<file path="src/rtl/dyn_bus_seq.sv">
module dyn_bus_seq #(
  parameter int AW = 32
) (
  input  logic          clk,
  input  logic          rst,
  input  logic          req_valid,
  output logic          req_ready,
  input  logic [AW-1:0] req_addr,
  input  logic [1:0]    req_siz,
  input  logic          req_write,
  input  logic [2:0]    req_fc,
  input  logic          req_lock,
  input  logic [1:0]    port_ack,
  output logic [AW-1:0] addr_o,
  output logic [1:0]    siz_o,
  output logic [2:0]    fc_o,
  output logic          rw_o,
  output logic          as_o,
  output logic          ocs_o,
  output logic          rmc_o,
  output logic          done_o
);
  typedef enum logic [1:0] {IDLE, ADR, STRB, TERM} st_t;

  st_t        st;
  logic [2:0] rem, pw, off, avail, take;
  logic       lock_q;

  assign pw    = port_ack == 2'b11 ? 3'd4 : port_ack == 2'b10 ? 3'd2 : 3'd1;
  assign off   = port_ack == 2'b11 ? {1'b0, addr_o[1:0]} :
                 port_ack == 2'b10 ? {2'b00, addr_o[0]} : 3'd0;
  assign avail = pw - off;
  assign take  = rem < avail ? rem : avail;

  assign siz_o     = rem[1:0];
  assign as_o      = st == STRB;
  assign done_o    = st == TERM && rem == 3'd0;
  assign req_ready = st == IDLE;

  always_ff @(posedge clk) begin
    if (rst) begin
      st     <= IDLE;
      rem    <= 3'd0;
      addr_o <= '0;
      fc_o   <= 3'd0;
      rw_o   <= 1'b1;
      ocs_o  <= 1'b0;
      rmc_o  <= 1'b0;
      lock_q <= 1'b0;
    end else begin
      ocs_o <= 1'b0;
      case (st)
        IDLE: if (req_valid) begin
          addr_o <= req_addr;
          rem    <= {req_siz == 2'b00, req_siz};
          fc_o   <= req_fc;
          rw_o   <= ~req_write;
          lock_q <= req_lock;
          ocs_o  <= 1'b1;
          if (req_lock) rmc_o <= 1'b1;
          st     <= ADR;
        end
        ADR: st <= STRB;
        STRB: if (port_ack != 2'b00) begin
          addr_o <= addr_o + AW'(take);
          rem    <= rem - take;
          st     <= TERM;
        end
        TERM: begin
          if (rem == 3'd0) begin
            st <= IDLE;
            if (!lock_q || !rw_o) rmc_o <= 1'b0;
          end else begin
            st <= ADR;
          end
        end
        default: st <= IDLE;
      endcase
    end
  end

  a_r1_held_under_strobe: assert property (@(posedge clk) disable iff (rst)
    as_o && $past(as_o) |-> $stable(addr_o) && $stable(siz_o) && $stable(fc_o) && $stable(rw_o));

  a_r2_strobe_drops_after_ack: assert property (@(posedge clk) disable iff (rst)
    as_o && port_ack != 2'b00 |=> !as_o);

  a_r4_start_outside_strobe: assert property (@(posedge clk) disable iff (rst)
    ocs_o |-> !as_o && !done_o);

  a_r6_dir_moves_at_start: assert property (@(posedge clk) disable iff (rst)
    rw_o != $past(rw_o) |-> ocs_o);

  a_r7_lock_ends_at_done: assert property (@(posedge clk) disable iff (rst)
    $fell(rmc_o) |-> $past(done_o));

  a_r8_done_single: assert property (@(posedge clk) disable iff (rst)
    done_o |=> !done_o && req_ready);
endmodule

</file>
<file path="config.mk">
export PLATFORM = sky130hd
export DESIGN_NAME = dyn_bus_seq
export DESIGN_NICKNAME = d
export VERILOG_FILES = /design/src/rtl/dyn_bus_seq.sv
export SDC_FILE = /design/constraint.sdc
export NUM_CORES = 1
export LEC_CHECK = 0
export BUFFER_PORTS_ARGS = -buffer_cell sky130_fd_sc_hd__buf_4
export CAP_MARGIN = 20
export CORE_UTILIZATION = 35
export DETAILED_ROUTE_END_ITERATION = 6
export HOLD_SLACK_MARGIN = 0.02
export PLACE_DENSITY = 0.57
export SLEW_MARGIN = 5
export SYNTH_ARGS = -nofsm -noshare
export SYNTH_HDL_FRONTEND = slang
export SYNTH_SLANG_ARGS = --single-unit
</file>
<file path="constraint.sdc">
create_clock -name clk -period 4.9 [get_ports clk]
set_input_delay 0.98 -clock clk [delete_from_list [all_inputs] [get_ports clk]]
set_output_delay 0.98 -clock clk [all_outputs]
set_load 0.01 [all_outputs]
</file>
==> impl_metrics.ini <==
[run_status]
outcome = complete, no violations

[setup_path]
cp_slowest_stage_delay_ps = 530
path_cells = buf_4, and2_1, ha_1, inv_1, ha_1, inv_1, ha_1, o21ai_0, a21oi_1, nor2_1, mux2i_1, ha_1, fa_1, a21o_1, nor4b_4, nand3_4, or4_1, a31oi_1
crit_required_ps = 5130
crit_fanout = 7
timing.critical_path.mode_cell = ha_1
crit_slowest_cell = or4_1
cp.arrival_ps = 4480
setup.worst_path.start_class = primary input
cp-end-kind = register
worstSetupPathType = in -> reg

[die]
start_util_pct = 36.1
die_area_sq_mm = 0.00885
core-area_sq_mm = 0.00822
dieHeight_um = 94.1
rows = 33
fp.dieW_um = 94.1
pin_count = 87

[clock_network]
holdBufCountCts = 0
post_cts_resize_count = 0
clk_path_buf_depth = 2
cts_tree = yes
root_buffer = clkbuf_8
numCtsBuffers = 5
clkTransAtPathRegs_ps = 80
clock_latency_ps = 300
cts_sinks = 44
post_cts_buffers = 0
htreeDepth = 2

[yosys]
synthesis.nets = 448
syn_area_sq_mm = 0.00297
synth_xor_area_share_pct = 0.590
ys.flop_type = dfxtp_1
synthArstFlopShare_pct = 0
ys_seq_area_share_pct = 29.7
synth_most_common_cell = dfxtp_1
synth-simple-area-share_pct = 29.5
yosys.area_share.adder_pct = 6.83
synthTopCellsByArea = dfxtp_1 (30%), a21oi_1 (5.9%), ha_1 (5.5%), nand3_1 (4.6%), nand2_1 (4.2%)
ys_ff_latch = 44
synth-edff-count = 0
synthTopCellsByCount = dfxtp_1 (44), a21oi_1 (35), nand2_1 (33)
synth_cell_types = 54
yosysWarnings = 0
synth_top_family_by_area = simple AND/OR/NAND/NOR gates
syn_area_per_cell_sq_um = 7.63
yosys.area.top_type = dfxtp_1
synth_compound_area_share_pct = 24.5
synth_top_area_share_pct = 29.7
synth_mux_area_share_pct = 2.70
syn_inst = 389

[power]
leakage_nw = 1.52
ir_drop_mv = 0.207
power_density_mw_per_mm2 = 572

[finish]
drive_above_1_share_pct = 22.8
finalNonFillerCells = 561
fin_area_sq_mm = 0.00373
nets = 517
area_growth_pct = 25.6
antenna-diode-count = 0

[sta]
skew_ps = 5.43
setup_tns_ps = 0
max_freq_ghz = 0.236
period_needed_ps = 4250
rsz0062_at_grt = no
relSlewSlack_pct = 33.0
fin_crit_sh_pct = 86.7
setup_viol = 0
finalHoldViolations = 0
slew_violations = 0
worst_pin_slew_ps = 1000

[drt]
dr.pass1.iters = 4
drt_iter0_markers = 165
num_vias = 3189
vias_per_cell = 5.68
wl_met2_um = 4170
wirelength_um = 9020
m1WireLength_um = 4320
drc_errors = 0
ant_nets = 0
highest_layer = met4
wire_per_inst_um = 16.1
wl_met3_um = 380

[global_route]
antenna_found_initial = 0
grt_pass1_wl_um = 14800
grt_overflow = 0
grt_max_degree = 53
grt_usage_pct = 21.1
grt_pass1_vias = 2960

[placed_design]
dp_cells = 556
post_dp_cell_area_sq_mm = 0.00366
gp_congestion = 0.920
numPortBuffers = 86
dp_hpwl_um = 6270

[worst_hold_path]
hp-class = reg -> reg

[run]
drv_cap = 0
==> metal layers <==
metal	GRT usage (%)	vias up
li1	-	1588
met1	28.6	1514
met2	34.4	77
met3	3.24	10
met4	6.15	0
met5	0	-
==> worst max-delay path: cells and delay by family <==
family | cells | cell delay (ps)
mux | 1 | 270
simple gates | 5 | 1420
buf+inv | 3 | 250
fa+ha+maj | 5 | 1050
compound gates | 4 | 500
==> where the power goes <==
group | total, mW | switching (mW) | leakage, nW | internal [mW]
sequential | 0.698 | 0.203 | 0.363 | 0.495
clock | 0.219 | 0.126 | 0.0359 | 0.0924
combinational | 1.22 | 0.690 | 1.12 | 0.526
total | 2.13 | 1.02 | 1.52 | 1.11
==> flip-flops by register name, summed over array words and instances (netlist names) <==
signal	flops
ocs_o	1
addr_o	32
fc_o	3
rw_o	1
rmc_o	1
st	2
rem	3
lock_q	1
==> final timing paths <==
kind | startpoint | to | slack (ps) | depth (start not counted)
max | port_ack[1] | addr_o[24] | 650 | 18
max reg2reg | addr_o[0] | addr_o[24] | 1060 | 17
min | fc_o[1] | fc_o[1] | 460 | 2
min reg2reg | fc_o[1] | fc_o[1] | 460 | 2
==> kinds of logic after synthesis <==
| group | Yosys count |
|---|---|
| simple gates | 164 |
| flops | 44 |
| compound gates | 112 |
| fa+ha+maj | 15 |
| buf+inv | 44 |
| mux | 8 |
| xor+xnor | 2 |
==> final cells by class <==
class | count | area [sq um]
Fill cell | 870 | 4490
Multi-Input combinational cell | 301 | 1910
Sequential cell | 44 | 881
Timing Repair Buffer | 91 | 683
Tap cell | 105 | 131
Clock buffer | 5 | 68.8
Inverter | 15 | 56.3
==> through the flow <==
step           utilization, %  setup WS, ps  hold slack [ps]  power [mW]
2_1_floorplan               -           727              437        1.47
3_3_place_gp             44.5           437              446        1.91
3_5_place_dp             44.5           352              452        1.92
4_1_cts                  45.3           656              464        2.14
5_1_grt                  45.3           408              487        2.33
6_report                 45.3           654              462        2.13
==> layout by cell type, fill, tap and decap left out, types with 2 or more instances in the layout <==
cell       n
buf_4     91
a21o_1     3
a21oi_1   35
inv_1     15
o211ai_1   9
a311oi_1   2
clkbuf_8   5
nor4_1     5
o311ai_0   2
ha_1      12
a31oi_1   10
o22ai_1    6
a41oi_1    2
fa_1       2
nor3_1    10
nor2_1    31
or3_1      2
a22oi_1    4
and3_1    16
and2_1     4
nand2b_1   6
o21ai_0   13
a211oi_1  14
or4_1      9
mux2i_1    8
dfxtp_1   44
and4_1     2
xnor2_1    2
nand3_1   27
nand2_1   33
nor2b_1    3
nand4_1    8
Note: power is estimated with default switching activity, not from simulation.
